### src/rtl/lsu_lane_ctl.sv
// Lane window: span of the access, first lane, strobes and alignment fault.
module lsu_lane_ctl #(
   parameter int LANES = 4,
   localparam int OFF_W = $clog2(LANES),
   localparam int NB_W  = OFF_W + 1
) (
   input  logic             big_endian,
   input  logic [OFF_W-1:0] offset,
   input  logic [1:0]       size,
   output logic [1:0]       eff_size,
   output logic [OFF_W-1:0] base_lane,
   output logic [LANES-1:0] byte_en,
   output logic             misalign
);
   logic [NB_W-1:0]  nbytes;
   logic [OFF_W-1:0] span_m1;
   logic [LANES-1:0] low_mask;

   always_comb begin
      // sizes beyond the data path collapse onto a full-width access
      eff_size = (32'(size) > OFF_W) ? 2'(OFF_W) : size;
      nbytes   = NB_W'(1) << eff_size;
      span_m1  = OFF_W'(nbytes - NB_W'(1));
      misalign = |(offset & span_m1);
      low_mask = ~({LANES{1'b1}} << nbytes);
      // big-endian first lane is LANES - offset - nbytes, taken modulo LANES
      base_lane = big_endian ? (~offset - span_m1) : offset;
      byte_en   = misalign ? '0 : (low_mask << base_lane);
   end
endmodule

### src/rtl/lsu_store_pack.sv
// Moves the low-order register bytes up to the first lane and clears idle lanes.
module lsu_store_pack #(
   parameter int DATA_W = 32,
   localparam int LANES = DATA_W / 8,
   localparam int OFF_W = $clog2(LANES)
) (
   input  logic [DATA_W-1:0] store_data,
   input  logic [OFF_W-1:0]  base_lane,
   input  logic [LANES-1:0]  byte_en,
   output logic [DATA_W-1:0] mem_wdata
);
   logic [DATA_W-1:0] shifted;

   assign shifted = store_data << {base_lane, 3'b000};

   for (genvar i = 0; i < LANES; i++) begin : g_lane
      assign mem_wdata[8*i +: 8] = byte_en[i] ? shifted[8*i +: 8] : 8'h00;
   end
endmodule

### src/rtl/lsu_load_extract.sv
// Brings the first lane down to bit 0, then extends to full width for the size.
module lsu_load_extract #(
   parameter int DATA_W = 32,
   localparam int LANES = DATA_W / 8,
   localparam int OFF_W = $clog2(LANES)
) (
   input  logic [DATA_W-1:0] mem_rdata,
   input  logic [OFF_W-1:0]  base_lane,
   input  logic [1:0]        eff_size,
   input  logic              sign_ext,
   input  logic              misalign,
   output logic [DATA_W-1:0] load_data
);
   logic [DATA_W-1:0] raw;
   logic [DATA_W-1:0] cand [4];

   assign raw = mem_rdata >> {base_lane, 3'b000};

   for (genvar g = 0; g < 4; g++) begin : g_ext
      localparam int W = 8 << g;
      if (W >= DATA_W) begin : g_full
         assign cand[g] = raw;
      end else begin : g_part
         assign cand[g] = {{(DATA_W-W){sign_ext & raw[W-1]}}, raw[W-1:0]};
      end
   end

   assign load_data = misalign ? '0 : cand[eff_size];
endmodule

### src/rtl/lsu_align.sv
module lsu_align #(
   parameter int DATA_W = 32,
   parameter int ADDR_W = 32,
   localparam int LANES = DATA_W / 8,
   localparam int OFF_W = $clog2(LANES)
) (
   input  logic                    big_endian,
   input  logic [ADDR_W-1:0]       addr,
   input  logic [1:0]              size,
   input  logic                    sign_ext,
   input  logic [DATA_W-1:0]       store_data,
   input  logic [DATA_W-1:0]       mem_rdata,
   output logic [ADDR_W-OFF_W-1:0] word_addr,
   output logic [LANES-1:0]        byte_en,
   output logic [DATA_W-1:0]       mem_wdata,
   output logic [DATA_W-1:0]       load_data,
   output logic                    misalign
);
   if (DATA_W != 32 && DATA_W != 64) begin : g_bad_width
      $error("lsu_align: DATA_W must be 32 or 64");
   end
   if (ADDR_W <= OFF_W) begin : g_bad_addr
      $error("lsu_align: ADDR_W too narrow");
   end

   logic [1:0]       eff_size;
   logic [OFF_W-1:0] base_lane;

   assign word_addr = addr[ADDR_W-1:OFF_W];

   lsu_lane_ctl #(.LANES(LANES)) u_ctl (
      .big_endian (big_endian),
      .offset     (addr[OFF_W-1:0]),
      .size       (size),
      .eff_size   (eff_size),
      .base_lane  (base_lane),
      .byte_en    (byte_en),
      .misalign   (misalign)
   );

   lsu_store_pack #(.DATA_W(DATA_W)) u_st (
      .store_data (store_data),
      .base_lane  (base_lane),
      .byte_en    (byte_en),
      .mem_wdata  (mem_wdata)
   );

   lsu_load_extract #(.DATA_W(DATA_W)) u_ld (
      .mem_rdata  (mem_rdata),
      .base_lane  (base_lane),
      .eff_size   (eff_size),
      .sign_ext   (sign_ext),
      .misalign   (misalign),
      .load_data  (load_data)
   );
endmodule

### config.mk
export PLATFORM = sky130hd
export DESIGN_NAME = lsu_align
export DESIGN_NICKNAME = d
export VERILOG_FILES = /design/src/rtl/lsu_lane_ctl.sv /design/src/rtl/lsu_store_pack.sv /design/src/rtl/lsu_load_extract.sv /design/src/rtl/lsu_align.sv
export SDC_FILE = /design/constraint.sdc
export NUM_CORES = 1
export LEC_CHECK = 0
export BUFFER_PORTS_ARGS = -buffer_cell sky130_fd_sc_hd__buf_2
export CORE_AREA = 2 2 76 78
export DETAILED_ROUTE_END_ITERATION = 12
export DIE_AREA = 0 0 78 80
export PLACE_DENSITY = 0.82
export SLEW_MARGIN = 0
export SYNTH_ARGS = -nofsm -noshare
export SYNTH_HDL_FRONTEND = slang
export SYNTH_HIERARCHICAL = 1
export SYNTH_SLANG_ARGS = --single-unit
### constraint.sdc
create_clock -name vclk -period 2.2
set_input_delay 0 -clock vclk [all_inputs]
set_output_delay 0 -clock vclk [all_outputs]
set_load 0.02 [all_outputs]
==> results of run 1 <==
[worst max-delay path, cell delays in order]
cell and delay (ps):
buf_2 110, or2_4 270, ha_4 220, nand2_2 70, and2_4 170, mux4_2 510, and2_4 190, nor3_4 160
buf_6 150, nor3_1 60, buf_2 160
[power by group through the flow]
stage               Sequential, W  Combinational (W)  Clock (W)
floorplan                       0           0.000615          0
global placement                0           0.000779          0
detailed placement              0           0.000789          0
CTS                             0           0.000800          0
global route                    0           0.000902          0
finish                          0           0.000840          0
[cell families after synthesis]
logic type,Yosys count,share of synthesized area
buf+inv,56,0.232
xor+xnor,1,0.00490
simple gates,94,0.296
compound gates,55,0.198
mux,43,0.248
fa+ha+maj,3,0.0210
[cell type report]
cell class                 instances  area [µm²]  area share
inverter                           4        15.0     0.00603
multi-input combinational        196        1460       0.588
timing repair inverter             1        5.00     0.00201
timing repair buffer             164         916       0.368
tap                               72        90.1      0.0362
[cells in the mapped netlist, types with 2 or more instances]
master	n
buf_4	32
o22ai_1	9
ha_1	3
nand3b_1	8
nand2_1	20
a211oi_1	22
nor2_1	18
nor3_1	9
buf_12	2
buf_2	5
buf_6	6
inv_1	4
or2_1	3
nor2b_1	11
clkbuf_1	6
and2_1	17
mux2i_1	42
o21ai_0	9
a21oi_1	3
o21ai_1	8
[routing by layer]
| metal | GRT usage | up-vias |
|---|---|---|
| met3 | 0.0328 | 12 |
| met2 | 0.398 | 154 |
| li1 | - | 1098 |
| met5 | 0 | - |
| met4 | 0.0281 | 0 |
| met1 | 0.201 | 1062 |
[path summary, 6_finish.rpt]
kind / slack (ps) / cells past startpoint / end
setup / recovery: 130 / 11 / load_data[13]
hold / removal: 0.03 / 0 / word_addr[12]
[through the flow]
step / area (µm²) / hold WS (ps)
after global placement: 2370 / 0.137
after global routing: 2490 / 0.0802
after detailed placement: 2370 / 0.137
final: 2490 / 0.0328
after floorplan: 1790 / 113
after CTS: 2390 / 0.137
[repair_timing]
item,in CTS,in global routing
pin swaps,1,5
setup buffers,1,0
hold buffers,0,0
hold endpoints to repair,0,0
setup endpoints to repair,15,43
resized for setup,3,19
cloned,0,1
[layout by cell type, fill, tap and decap left out, drive strengths merged, types with 2 or more instances in the layout]
master | synthesis | layout
and2 | 18 | 18
o22ai | 9 | 9
inv | 4 | 4
o21ai | 17 | 17
nand3b | 8 | 8
a211oi | 22 | 22
nand2 | 20 | 20
a21oi | 3 | 3
nor2 | 19 | 19
buf | 46 | 164
nand2b | 2 | 2
nor3 | 10 | 10
nor2b | 11 | 11
ha | 3 | 3
or2 | 3 | 3
mux2i | 42 | 42
==> results.py, run 1 <==
metrics = {
    "critical_path": {
        "endpoint_kind": "output pin",
        "required_ps": 2200,
        "cp-startpoint": "size[0]",
        "worst-setup-path-type": "input port to output pin",
        "cp_max_fo": 7,
        "worst_ep_arrival_time_ps": 2070,
        "cp-start-kind": "input port",
    },
    "drt": {
        "drtIter0Drc": 84,
        "met2_length_um": 3480,
        "wl_met3_um": 661,
        "routed_wl_um": 6660,
        "drt-pass1-iter-count": 4,
        "viasPerCell": 5.32,
        "vias": 2326,
        "drc": 0,
        "ant_nets": 0,
        "routedWlPerCell_um": 15.2,
        "met1_length_um": 2390,
        "routed.top_layer": "met4",
    },
    "timing": {
        "setup_viol_count_final": 0,
        "slew_violations": 0,
        "maxSlewHeadroom": 0.604,
        "finalHoldViolCount": 0,
        "layout_setup_ws_ps": 126,
        "period_minus_slack_ps": 2070,
        "period_share": 0.943,
        "finalSetupTns_ps": 0,
        "rsz0062_at_grt": "false",
        "tightest_slew_ps": 592,
        "max_clock_freq_mhz": 482,
    },
    "floorplanning": {
        "num_io_pins": 199,
        "placementRows": 27,
        "die_w_um": 78,
        "start_util": 0.331,
        "die_area_um2": 6240,
        "die_h_um": 80,
        "design.core.area_um2": 5410,
    },
    "pwr": {
        "p_per_area_nw_per_um2": 338,
        "irDropWorstVdd_mv": 0.236,
        "finalPower_w": 0.000840,
        "p_leak_nw": 1.41,
        "p_seq_frac": 0,
        "clock_power_share": 0,
        "power.switching_w": 0.000486,
        "combPwrFrac": 1.000,
        "switching_share": 0.579,
        "p_int_w": 0.000354,
    },
    "final_layout": {
        "final_core_util": 0.460,
        "diodes": 0,
        "seqCellArea_um2": 0,
        "n_fill_cell": 544,
        "syn_to_final_growth_pct": 39.3,
        "fin_cells": 437,
        "design.seq.count": 0,
        "clkbuf_count": 0,
        "finalNetCount": 470,
        "drive_above_1_share": 0.504,
    },
    "yosys": {
        "synthCells": 252,
        "yosysWarnings": 6,
        "synth_top_area_frac": 0.235,
        "avgSynthCellArea_um2": 7.09,
        "syn_nets": 355,
        "yosys.area.top_type": "mux2i_1",
        "synth_cell_types": 35,
        "synth_area_leaders": "mux2i_1 24%, buf_4 13%, a211oi_1 9.2%",
        "synth_area_um2": 1790,
        "synth-seq-area-share": 0,
    },
    "run": {
        "maxCapViolations": 0,
    },
    "global_routing": {
        "grt_overflow_total": 0,
        "grt_antenna_before_repair": 0,
        "grt_pass1_wl_um": 9990,
        "grt_pass1_vias": 2138,
        "grtUsageTotal": 0.191,
        "grt_max_degree": 34,
    },
    "worst_hold_path": {
        "hp-class": "input port to output pin",
        "hold_start": "addr[14]",
    },
    "place": {
        "dp.cells": 435,
        "dpl_worst_slack_ps": -32.0,
        "io_buffers": 139,
        "hpwl_um": 5470,
        "gp_congestion": 0.867,
    },
    "outcome": {
        "status": "finished clean",
    },
}
Note: power is estimated with default switching activity, not from simulation.
==> inputs of run 2 (changes only) <==
--- a/config.mk
+++ b/config.mk
@@ -6,10 +6,10 @@
 export NUM_CORES = 1
 export LEC_CHECK = 0
 export BUFFER_PORTS_ARGS = -buffer_cell sky130_fd_sc_hd__buf_2
-export CORE_AREA = 2 2 76 78
+export CORE_MARGIN = 2
+export CORE_UTILIZATION = 33
 export DETAILED_ROUTE_END_ITERATION = 12
-export DIE_AREA = 0 0 78 80
-export PLACE_DENSITY = 0.82
+export PLACE_DENSITY = 0.85
 export SLEW_MARGIN = 0
 export SYNTH_ARGS = -nofsm -noshare
 export SYNTH_HDL_FRONTEND = slang
==> constraint.sdc (replaced) <==
create_clock -name vclk -period 1.9
set_input_delay 0 -clock vclk [all_inputs]
set_output_delay 0 -clock vclk [all_outputs]
set_load 0.02 [all_outputs]
==> run 2 against run 1 <==
Compared with the run above:
- the run now ends with negative setup slack left
- combinational power up 67%
- via count up 8.0%
- utilization up 20 points
- sequential share of layout area unchanged
- die area down 3.5%
- non-clock buffer count up 25
- global-route usage up 3.4 points
- critical endpoint is now load_data[19]
- largest power group unchanged
- highest routed layer unchanged
==> results.py, run 2 (synthesis gave the netlist of run 1 again) <==
metrics = {
    "place": {
        "placed_cell_area_um2": 2530,
        "hpwl_um": 5230,
        "io_buffers": 139,
        "dp.cells": 436,
        "gp_congestion": 0.775,
    },
    "global_routing": {
        "grt_pass1_vias": 2449,
        "grt_max_degree": 34,
        "grtUsageTotal": 0.225,
        "grt_overflow_total": 0,
        "grt_pass1_wl_um": 11300,
        "grt_antenna_before_repair": 1,
    },
    "critical_path": {
        "critPathMaxStageDelay_ps": 270,
        "critPathMostFrequentCell": "buf_4",
        "cp_top_family": "buffers and inverters",
        "cp_max_fo": 16,
        "path_buf_inv": 4,
        "endpoint_kind": "output pin",
        "worst_ep_arrival_time_ps": 2030,
        "worstPathCellList": "buf_6, or2_4, ha_4, nand2_2, and2_4, buf_4, mux2i_1, o22ai_2, o2111ai_2, buf_12, o21ai_1, buf_4",
        "worst-setup-path-type": "input port to output pin",
        "slowest_stage": "or2_4",
        "required_ps": 1900,
        "cp-start-kind": "input port",
    },
    "final_layout": {
        "fin_cells": 460,
        "final_common_cell": "buf_2",
        "drive_above_1_share": 0.707,
        "fin_area_um2": 3400,
        "syn_to_final_growth_pct": 90.1,
        "clkbuf_count": 0,
        "final_cell_mix": "88 x buf_2, 55 x buf_4, 38 x buf_6",
        "finalNetCount": 494,
        "design.seq.count": 0,
        "final_core_util": 0.657,
        "seqCellArea_um2": 0,
    },
    "outcome": {
        "status": "finished, violations left",
        "violations": "negative setup slack",
    },
    "floorplanning": {
        "num_io_pins": 199,
        "start_util": 0.345,
        "placementRows": 26,
        "die_area_um2": 6020,
        "die_w_um": 77.6,
        "die_h_um": 77.6,
        "design.core.area_um2": 5170,
    },
    "drt": {
        "vias": 2513,
        "routed_wl_um": 8270,
        "drc": 0,
        "drt-pass1-iter-count": 4,
        "viasPerCell": 5.46,
        "routedWlPerCell_um": 18.0,
        "drtIter0Drc": 82,
        "ant_nets": 0,
    },
    "timing": {
        "rsz0062_at_grt": "true",
        "layout_setup_ws_ps": -125,
        "finalHoldViolCount": 0,
        "max_clock_freq_mhz": 494,
        "tightest_slew_ps": 502,
        "setup_viol_count_final": 50,
        "maxSlewHeadroom": 0.665,
        "slew_violations": 0,
        "period_share": 1.07,
        "fin_hold_ws_ps": 0.00881,
        "finalSetupTns_ps": -3210,
        "period_minus_slack_ps": 2030,
    },
    "pwr": {
        "p_per_area_nw_per_um2": 413,
        "irDropWorstVdd_mv": 0.198,
        "p_leak_nw": 1.66,
    },
    "run": {
        "maxCapViolations": 0,
    },
    "worst_hold_path": {
        "hp-class": "input port to output pin",
    },
}
==> run 2: timing repair <==
action                     4_1_cts  5_1_grt
hold endpoints to repair         0        0
gates cloned                     3        1
setup endpoints to repair       58       63
hold buffers                     0        0
pin swaps                       18       25
resized for setup               80       92
setup buffers                   13       10
==> run 2: worst paths after layout <==
| kind | slack, ps | end | depth (start not counted) | start |
|---|---|---|---|---|
| setup / recovery | -130 | load_data[19] | 12 | size[1] |
| hold / removal | 0.009 | word_addr[9] | 0 | addr[11] |
==> run 2: area by class of cell <==
| class | count | area (µm²) |
|---|---|---|
| Timing Repair Buffer | 189 | 1450 |
| Fill cell | 405 | 1780 |
| Inverter | 4 | 15.0 |
| Antenna cell | 1 | 2.50 |
| Multi-Input combinational cell | 196 | 1840 |
| Tap cell | 70 | 87.6 |
==> run 2: report_power, final <==
part / leakage, nW / switching, W / internal (W)
Sequential: 0 / 0 / 0
Combinational: 1.66 / 0.000729 / 0.000674
Clock: 0.00000634 / 0 / 0.0000000000703
==> run 2: per-stage QoR <==
| stage | power (W) | setup slack (ps) |
|---|---|---|
| CTS | 0.00120 | -90.6 |
| detailed placement | 0.000983 | -229 |
| global route | 0.00147 | -198 |
| global placement | 0.000961 | -168 |
| floorplan | 0.000763 | -108 |
| finish | 0.00140 | -125 |
==> run 2: per-layer routing <==
metal	wire, µm	share of wire	global-route usage	vias to the layer above
met4	205	0.025	0.0411	0
met5	0	0	0	-
li1	-	-	-	1144
met1	2930	0.35	0.218	1209
met3	538	0.065	0.0349	18
met2	4600	0.56	0.484	142
==> inputs of run 3 (changes only) <==
--- a/config.mk
+++ b/config.mk
@@ -6,11 +6,11 @@
 export NUM_CORES = 1
 export LEC_CHECK = 0
 export BUFFER_PORTS_ARGS = -buffer_cell sky130_fd_sc_hd__buf_2
+export CORE_ASPECT_RATIO = 0.5
 export CORE_MARGIN = 2
 export CORE_UTILIZATION = 33
 export DETAILED_ROUTE_END_ITERATION = 12
 export PLACE_DENSITY = 0.85
-export SLEW_MARGIN = 0
 export SYNTH_ARGS = -nofsm -noshare
 export SYNTH_HDL_FRONTEND = slang
 export SYNTH_HIERARCHICAL = 1
==> run 3 against run 2 <==
Compared with the run above:
- the run still ends with negative setup slack left
- clock-buffer cell count is the same
- worst hold slack hardly changed
- global-route usage down 1.1 points
- critical path type unchanged
- critical endpoint is now load_data[12]
- largest power group unchanged
- highest routed layer unchanged
==> results.py, run 3 (synthesis gave the netlist of run 1 again) <==
metrics = {
    "outcome": {
        "status": "finished, violations left",
        "violations": "negative setup slack",
    },
    "drt": {
        "drtIter0Drc": 193,
        "vias": 2535,
        "drt-pass1-iter-count": 4,
        "routedWlPerCell_um": 17.7,
        "viasPerCell": 5.52,
        "ant_nets": 0,
        "drc": 0,
        "routed_wl_um": 8110,
    },
    "final_layout": {
        "fin_cells": 459,
        "diodes": 0,
        "clkbuf_count": 0,
        "final_common_cell": "buf_2",
        "design.seq.count": 0,
        "final_cell_mix": "110 x buf_2, 37 x mux2i_1, 36 x buf_4, 36 x buf_6, 17 x nor2_1",
        "syn_to_final_growth_pct": 77.1,
        "finalNetCount": 494,
        "drive_above_1_share": 0.668,
        "fin_area_um2": 3160,
        "seqCellArea_um2": 0,
    },
    "global_routing": {
        "grt_max_degree": 33,
        "grt_pass1_wl_um": 10800,
        "grt_pass1_vias": 2372,
        "grt_antenna_before_repair": 0,
        "grt_overflow_total": 0,
        "grtUsageTotal": 0.214,
    },
    "timing": {
        "layout_setup_ws_ps": -215,
        "setup_viol_count_final": 63,
        "fin_hold_ws_ps": 0.00883,
        "finalSetupTns_ps": -5410,
        "rsz0062_at_grt": "true",
        "slew_violations": 0,
        "tightest_slew_ps": 364,
        "period_share": 1.11,
        "finalHoldViolCount": 0,
        "max_clock_freq_mhz": 473,
        "period_minus_slack_ps": 2110,
        "maxSlewHeadroom": 0.756,
    },
    "critical_path": {
        "worst_ep_arrival_time_ps": 2110,
        "cp_max_fo": 7,
        "endpoint_kind": "output pin",
        "worst-setup-path-type": "input port to output pin",
        "cp-start-kind": "input port",
        "required_ps": 1900,
    },
    "cts": {
        "hold_buffers": 0,
    },
    "run": {
        "maxCapViolations": 0,
    },
    "pwr": {
        "finalPower_w": 0.00128,
        "irDropWorstVdd_mv": 0.170,
        "p_leak_nw": 1.63,
        "p_per_area_nw_per_um2": 403,
    },
    "place": {
        "gp_congestion": 0.826,
        "dp.cells": 440,
        "hpwl_um": 5400,
        "placed_cell_area_um2": 2540,
        "io_buffers": 139,
    },
    "worst_hold_path": {
        "hp-class": "input port to output pin",
    },
    "floorplanning": {
        "die_h_um": 56.0,
        "design.core.area_um2": 5070,
        "start_util": 0.353,
        "die_w_um": 108,
        "placementRows": 18,
        "num_io_pins": 199,
        "die_area_um2": 6050,
    },
}
[run 3: where the power goes]
part           switching [W]  internal [W]
combinational       0.000682      0.000593
clock                      0             0
sequential                 0             0
[run 3: cell type report]
cell class                      count  area, µm²
Fill cell                         398       1900
Multi-Input combinational cell    196       1710
Timing Repair Buffer              189       1350
Tap cell                           70       87.6
Inverter                            4       15.0
[run 3: what timing repair did]
item                                    in CTS  in global routing
pin swaps                                   17                 14
buffers inserted                             8                 11
gates resized for setup                     60                 58
endpoints found under the setup margin      56                 63
cloned                                       0                  1
[run 3: per-layer routing]
layer | share of wire | global-route usage | up-vias
met3 | 0.072 | 0.0281 | 38
met2 | 0.51 | 0.429 | 128
met4 | 0.044 | 0.0806 | 0
li1 | - | - | 1148
met1 | 0.37 | 0.226 | 1221
met5 | 0 | 0 | -
[run 3: worst max-delay path: stages]
cell      delay (ps)
buf_6             90
or2_4            280
ha_4             190
xnor2_4          130
mux2i_2          220
inv_2            140
buf_12           160
buf_6            110
nor2b_2          200
a211oi_1         340
nor3_1            70
buf_2            160
[run 3: worst paths after layout]
kind / depth (start not counted) / slack (ps) / endpoint / from
min: 0 / 0.009 / word_addr[13] / addr[15]
max: 12 / -210 / load_data[12] / size[0]
[run 3: per-stage QoR]
stage | setup slack (ps) | utilization
floorplan | -108 | -
global placement | -171 | 0.502
detailed placement | -232 | 0.502
CTS | -153 | 0.560
global route | -244 | 0.624
finish | -215 | 0.624
